<file path="src/rtl/sync_tx_pkg.sv">
package sync_tx_pkg;
  typedef enum logic [1:0] {
    TXM_MARK = 2'd0,
    TXM_SYNC = 2'd1,
    TXM_DATA = 2'd2,
    TXM_CRC  = 2'd3
  } txm_e;

  localparam int unsigned CRC_W = 16;
  localparam logic [CRC_W-1:0] POLY_C16   = 16'h8005;
  localparam logic [CRC_W-1:0] POLY_CCITT = 16'h1021;
endpackage

</file>
<file path="src/rtl/sync_tx_crc.sv">
module sync_tx_crc
  import sync_tx_pkg::*;
(
  input  logic             clk,
  input  logic             rst_n,
  input  logic             clr,
  input  logic             sel,
  input  logic             upd,
  input  logic             din,
  output logic [CRC_W-1:0] crc_q,
  output logic [CRC_W-1:0] crc_d
);
  logic fb;

  always_comb begin
    fb    = crc_q[CRC_W-1] ^ din;
    crc_d = crc_q;
    if (clr) begin
      crc_d = sel ? '0 : '1;
    end else if (upd) begin
      crc_d = {crc_q[CRC_W-2:0], 1'b0} ^ (fb ? (sel ? POLY_C16 : POLY_CCITT) : '0);
    end
  end

  always_ff @(posedge clk or negedge rst_n) begin
    if (!rst_n) crc_q <= '0;
    else        crc_q <= crc_d;
  end
endmodule

</file>
<file path="src/rtl/sync_tx_shifter.sv">
module sync_tx_shifter #(
  parameter int unsigned SH_W = 16
) (
  input  logic            clk,
  input  logic            rst_n,
  input  logic            load,
  input  logic [SH_W-1:0] load_val,
  input  logic            shift,
  output logic            bit_out
);
  logic [SH_W-1:0] sh_q, sh_d;

  always_comb begin
    sh_d = sh_q;
    if (load)       sh_d = load_val;
    else if (shift) sh_d = {1'b0, sh_q[SH_W-1:1]};
  end

  always_ff @(posedge clk or negedge rst_n) begin
    if (!rst_n) sh_q <= '1;
    else        sh_q <= sh_d;
  end

  assign bit_out = sh_q[0];
endmodule

</file>
<file path="src/rtl/sync_tx_seq.sv">
module sync_tx_seq
  import sync_tx_pkg::*;
#(
  parameter int unsigned CHAR_W = 8,
  parameter int unsigned SH_W   = 16,
  parameter int unsigned CNT_W  = 4
) (
  input  logic              clk,
  input  logic              rst_n,
  input  logic              bit_en,
  input  logic              tx_enable,
  input  logic              dual_sync,
  input  logic              crc_sel,
  input  logic              crc_send_en,
  input  logic [CHAR_W-1:0] sync_a,
  input  logic [CHAR_W-1:0] sync_b,
  input  logic              wr_valid,
  input  logic [CHAR_W-1:0] wr_data,
  input  logic [CRC_W-1:0]  crc_d,
  output logic              load,
  output logic [SH_W-1:0]   load_val,
  output logic              shift,
  output logic              crc_upd,
  output txm_e              mode,
  output logic              buf_empty
);
  localparam logic [CNT_W-1:0] LAST_CHAR = CNT_W'(CHAR_W - 1);
  localparam logic [CNT_W-1:0] LAST_CRC  = CNT_W'(CRC_W - 1);

  txm_e              mode_q, mode_n;
  logic [CNT_W-1:0]  cnt_q, cnt_n;
  logic              idx_q, idx_n;
  logic              full_q, full_n;
  logic [CHAR_W-1:0] buf_q, buf_n;

  logic              tick, boundary, take_data, take_crc;
  logic [CNT_W-1:0]  last_idx;
  logic [CRC_W-1:0]  crc_out, crc_rev;

  always_comb begin
    crc_out = crc_sel ? crc_d : ~crc_d;
    for (int i = 0; i < int'(CRC_W); i++) crc_rev[i] = crc_out[CRC_W-1-i];
  end

  always_comb begin
    tick      = bit_en & tx_enable;
    last_idx  = (mode_q == TXM_CRC) ? LAST_CRC : LAST_CHAR;
    boundary  = (mode_q == TXM_MARK) | (cnt_q == last_idx);
    load      = tick & boundary;
    shift     = tick & ~boundary;
    crc_upd   = tick & (mode_q == TXM_DATA);
    take_data = full_q & (mode_q != TXM_MARK);
    take_crc  = ~take_data & (mode_q == TXM_DATA) & crc_send_en;

    if (take_data)      load_val = SH_W'(buf_q);
    else if (take_crc)  load_val = SH_W'(crc_rev);
    else if (dual_sync && idx_q) load_val = SH_W'(sync_b);
    else                load_val = SH_W'(sync_a);

    mode_n = mode_q;
    cnt_n  = cnt_q;
    idx_n  = idx_q;
    if (!tx_enable) begin
      mode_n = TXM_MARK;
      cnt_n  = '0;
      idx_n  = 1'b0;
    end else if (tick) begin
      if (boundary) begin
        cnt_n = '0;
        if (take_data) begin
          mode_n = TXM_DATA;
          idx_n  = 1'b0;
        end else if (take_crc) begin
          mode_n = TXM_CRC;
          idx_n  = 1'b0;
        end else begin
          mode_n = TXM_SYNC;
          idx_n  = dual_sync & ~idx_q;
        end
      end else begin
        cnt_n = cnt_q + 1'b1;
      end
    end

    full_n = full_q;
    buf_n  = buf_q;
    if (load && take_data) full_n = 1'b0;
    if (wr_valid && !full_q) begin
      full_n = 1'b1;
      buf_n  = wr_data;
    end
  end

  always_ff @(posedge clk or negedge rst_n) begin
    if (!rst_n) begin
      mode_q <= TXM_MARK;
      cnt_q  <= '0;
      idx_q  <= 1'b0;
      full_q <= 1'b0;
      buf_q  <= '0;
    end else begin
      mode_q <= mode_n;
      cnt_q  <= cnt_n;
      idx_q  <= idx_n;
      full_q <= full_n;
      buf_q  <= buf_n;
    end
  end

  assign mode      = mode_q;
  assign buf_empty = ~full_q;
endmodule

</file>
<file path="src/rtl/sync_tx.sv">
module sync_tx
  import sync_tx_pkg::*;
#(
  parameter int unsigned CHAR_W = 8
) (
  input  logic              clk,
  input  logic              rst_n,
  input  logic              bit_en,
  input  logic              tx_enable,
  input  logic              dual_sync,
  input  logic              crc_sel,
  input  logic              crc_send_en,
  input  logic              crc_reset,
  input  logic [CHAR_W-1:0] sync_a,
  input  logic [CHAR_W-1:0] sync_b,
  input  logic              wr_valid,
  input  logic [CHAR_W-1:0] wr_data,
  output logic              buf_empty,
  output logic              txd
);
  localparam int unsigned SH_W  = (CHAR_W > CRC_W) ? CHAR_W : CRC_W;
  localparam int unsigned CNT_W = $clog2(SH_W);

  logic             load, shift, crc_upd, sh_bit;
  logic [SH_W-1:0]  load_val;
  logic [CRC_W-1:0] crc_q, crc_d;
  txm_e             mode;

  sync_tx_seq #(.CHAR_W(CHAR_W), .SH_W(SH_W), .CNT_W(CNT_W)) u_seq (
    .clk(clk), .rst_n(rst_n), .bit_en(bit_en), .tx_enable(tx_enable),
    .dual_sync(dual_sync), .crc_sel(crc_sel), .crc_send_en(crc_send_en),
    .sync_a(sync_a), .sync_b(sync_b), .wr_valid(wr_valid), .wr_data(wr_data),
    .crc_d(crc_d), .load(load), .load_val(load_val), .shift(shift),
    .crc_upd(crc_upd), .mode(mode), .buf_empty(buf_empty)
  );

  sync_tx_shifter #(.SH_W(SH_W)) u_sh (
    .clk(clk), .rst_n(rst_n), .load(load), .load_val(load_val),
    .shift(shift), .bit_out(sh_bit)
  );

  sync_tx_crc u_crc (
    .clk(clk), .rst_n(rst_n), .clr(crc_reset), .sel(crc_sel),
    .upd(crc_upd), .din(sh_bit), .crc_q(crc_q), .crc_d(crc_d)
  );

  assign txd = (mode == TXM_MARK) ? 1'b1 : sh_bit;
endmodule

</file>
<file path="config.mk">
export PLATFORM = sky130hd
export DESIGN_NAME = sync_tx
export DESIGN_NICKNAME = d
export VERILOG_FILES = /design/src/rtl/sync_tx_pkg.sv /design/src/rtl/sync_tx_crc.sv /design/src/rtl/sync_tx_shifter.sv /design/src/rtl/sync_tx_seq.sv /design/src/rtl/sync_tx.sv
export SDC_FILE = /design/constraint.sdc
export NUM_CORES = 1
export LEC_CHECK = 0
export ABC_AREA = 1
export CAP_MARGIN = 15
export CORE_MARGIN = 2
export CORE_UTILIZATION = 40
export CTS_BUF_LIST = sky130_fd_sc_hd__clkbuf_8
export DETAILED_ROUTE_END_ITERATION = 7
export DONT_BUFFER_PORTS = 1
export PLACE_DENSITY = 0.51
export SETUP_SLACK_MARGIN = 0.4
export SLEW_MARGIN = 20
export SYNTH_ARGS = -nofsm -noshare
export SYNTH_HDL_FRONTEND = slang
export SYNTH_SLANG_ARGS = --single-unit
</file>
<file path="constraint.sdc">
create_clock -name clk -period 1.5 [get_ports clk]
set_input_delay 0.3 -clock clk [delete_from_list [all_inputs] [get_ports clk]]
set_output_delay 0.3 -clock clk [all_outputs]
set_load 0.1 [all_outputs]
</file>
==> reports/qor.txt <==
Clock Sinks = 48
final worst path period share = 108%
IO buf count = 0
CTS tree = yes
dpl hpwl = 5110 um
Worst VDD drop = 698 uV
Num CTS Buffers = 5
final worst slack = -0.121 ns
worst hold path class = primary input to asynchronous set/reset pin
count of different cell masters after synthesis = 31
first-pass GRT wire length = 12000 um
DR DRC count = 0
ys flop type = dfrtp_1
Pins Over Slew Limit = 0
CP Capture Type = register
RSZ-0062 raised after global routing = yes
Area Growth Syn to Fin = 42.6%
vias in the first global route = 2429
layout cells sized above 1 = 44.3%
sequential area share after synthesis = 44.6%
Vias/cell = 5.05
Max transition margin = 77.0%
Synth area leaders = dfrtp_1 (29%), nand2_1 (18%), dfstp_2 (15%)
Buf/Inv on CP = 3
CP required = 1.74 ns
Critical Path Most Common Cell = a21oi_2
max frequency = 617 MHz
Initial Util = 40.7%
Post-DRT Antenna Nets = 0
largest net degree at the start of global routing = 49
GR Util All Layers = 20.7%
H-tree Lvls = 2
Mapped Cells = 372
WL final = 7630 um
worst reg-to-reg path cell count = 9
Slew @ Worst Pin = 0.344 ns
combinational fraction of design power = 44.0%
Psw = 0.00182 W
worst-path maximum fanout = 5
status = complete, but fails checks
GP Congestion = 0.766
Clk Latency, worst-skew pair = 0.31 ns
Worst path slowest cell = dfrtp_1
Final Setup Violations = 21
Tmin final = 1.62 ns
R2R setup slack = -0.12 ns
minimum hold slack = -0.322 ns
failing checks = hold timing, setup timing
R2R Path End = u_sh.sh_q[0]
worst path cell trace = inv_2 -> buf_12 -> nand4_4 -> buf_6 -> a21oi_2 -> nand2_2 -> a21oi_2 -> nand2_1 -> a21oi_2
Core Rows = 30
total power = 0.00514 W
syn_nets = 406
CP Launch Type = register
Netlist Area Pre-Place = 2740 um^2
Post-synth EDFFs = 0
Die W = 86.7 um
post-synth top area cell = dfrtp_1
Die ar. = 7520 um^2
crit-path max cell delay = 0.39 ns
leakage = 1.81 nW
top-area cell type share of the netlist area = 29.3%
DRT Pass-1 Iters = 4
Switching Fraction = 35.4%
Synthesis Warnings = 0
Worst EP arrival = 1.86 ns
Pwr Density = 1320 nW/um^2
routed via count = 2583
RR Startpoint = u_seq.mode[0]
Clk pin slew, worst setup/hold paths = 0.09 ns
kind of critical path = register to register
Avg Cell Area, Syn = 7.36 um^2
crit-path leading delay family = buffers and inverters
antenna fix cells = 0
max_cap viols = 0
GRT overflow = 0
worst clock skew = 0.00897 ns
final hold violation count = 48
Reg power frac = 37.7%
P_int = 0.00332 W
WL/cell = 14.9 um
initial antenna violation count = 0
share of total power in the clock network = 18.2%
Async S/R FF share, synth = 100%
Root Buffer = clkbuf_8
final core occ = 58.1%
die height = 86.7 um
Setup WS pre-CTS = -0.123 ns
num ports = 35
drt initial violations = 134
core area = 6720 um^2
Yosys reg bits = 48
clk buf depth = 2
Net count, final = 464
## how the worst max path moves through the flow
stage | from | endpoint | depth (start not counted)
after CTS | u_seq.cnt_q[0] | u_sh.sh_q[6] | 9
final | u_seq.mode[0] | u_sh.sh_q[0] | 9
after global placement | u_seq.cnt_q[0] | u_sh.sh_q[6] | 8
after detailed placement | u_seq.cnt_q[0] | u_sh.sh_q[6] | 8
after global routing | u_seq.mode[0] | u_sh.sh_q[0] | 9
after floorplan | u_seq.full_q | u_sh.sh_q[0] | 7
## layer usage
metal / global-route usage [%] / part of all wire (%) / up-vias
met4: 5.54 / 1.2 / 0
li1: - / - / 1309
met5: 0 / 0 / -
met1: 29.6 / 47 / 1239
met2: 33.0 / 49 / 29
met3: 3.14 / 2.7 / 6
## what timing repair did
| action | CTS | global route |
|---|---|---|
| pin swaps | 16 | 33 |
| endpoints found under the hold margin | 48 | 48 |
| resized for setup | 40 | 69 |
| endpoints found under the setup margin | 50 | 50 |
| cloned | 1 | 0 |
| buffers inserted | 8 | 11 |
## cells in the final DEF, fill, tap and decap left out, types with 3 or more instances in the layout
cell type    n
o211ai_1     3
o21ai_1      7
inv_1       34
nand4_1      5
nand2_4      5
a21oi_1      6
nand2_2     25
inv_2        9
nand2_1    101
nand3_2     24
nor2_4       7
mux2_4       8
clkbuf_8     5
dfrtp_1     31
o21ai_0      5
buf_12       6
a21oi_2     13
buf_4       40
dfstp_2     16
nor2_1      20
buf_6       15
nand3_1     17
## area by class of cell
cell class | count | area [um^2]
clock buffer | 5 | 68.8
clock inverter | 3 | 38.8
fill | 630 | 2820
inverter | 46 | 181
multi-input combinational | 268 | 1700
sequential | 48 | 1220
tap | 80 | 100
timing repair buffer | 61 | 589
## flip-flops by register name, summed over array words and instances, names as in the netlist
| signal | flops |
|---|---|
| u_crc.crc_q | 16 |
| u_sh.sh_q | 16 |
| u_seq.buf_q | 8 |
| u_seq.cnt_q | 4 |
| u_seq.mode | 2 |
| u_seq.full_q | 1 |
| u_seq.idx_q | 1 |
## metrics by stage
stage | TNS (ns) | cells | area, um^2
2_1_floorplan | -4.25 | 372 | 2840
3_3_place_gp | -0.453 | 483 | 3240
3_5_place_dp | -1.04 | 483 | 3240
4_1_cts | -1.49 | 500 | 3580
5_1_grt | -3.73 | 511 | 3900
6_report | -1.52 | 511 | 3900
## logic make-up after synthesis
kind of cell	after synthesis	synth area share (%)
adders and majority gates	1	0.457
buffers and inverters	57	8.46
xor gates and xnor gates	3	0.960
DFF	48	44.6
AOI/OAI and AO/OA	44	9.05
and+or+nand+nor	210	32.8
muxes	9	3.66
## worst reg2reg max path: cells and delay by family (launching register included)
kind / cells / cell delay [ns]
flops: 1 / 0.39
simple gates: 3 / 0.35
buf+inv: 3 / 0.43
compound gates: 3 / 0.38
## power by group through the flow
stage | Sequential (W) | Combinational [W] | Clock, W
floorplan | 0.00190 | 0.00112 | 0
global placement | 0.00194 | 0.00167 | 0
detailed placement | 0.00194 | 0.00169 | 0
CTS | 0.00193 | 0.00200 | 0.000973
global route | 0.00198 | 0.00247 | 0.00102
finish | 0.00194 | 0.00226 | 0.000936
## synth_stat cells, types with 3 or more instances
| master | count |
|---|---|
| mux2_2 | 8 |
| inv_2 | 3 |
| o211ai_1 | 3 |
| dfstp_2 | 16 |
| a21oi_1 | 18 |
| nand4_1 | 5 |
| nand2_1 | 128 |
| nand2_2 | 4 |
| inv_1 | 42 |
| dfrtp_1 | 32 |
| xor2_1 | 3 |
| clkbuf_1 | 6 |
| a31oi_1 | 3 |
| nor2_1 | 25 |
| o21ai_0 | 13 |
| nand3_1 | 42 |
No activity file was read; power rests on OpenSTA's default activity.
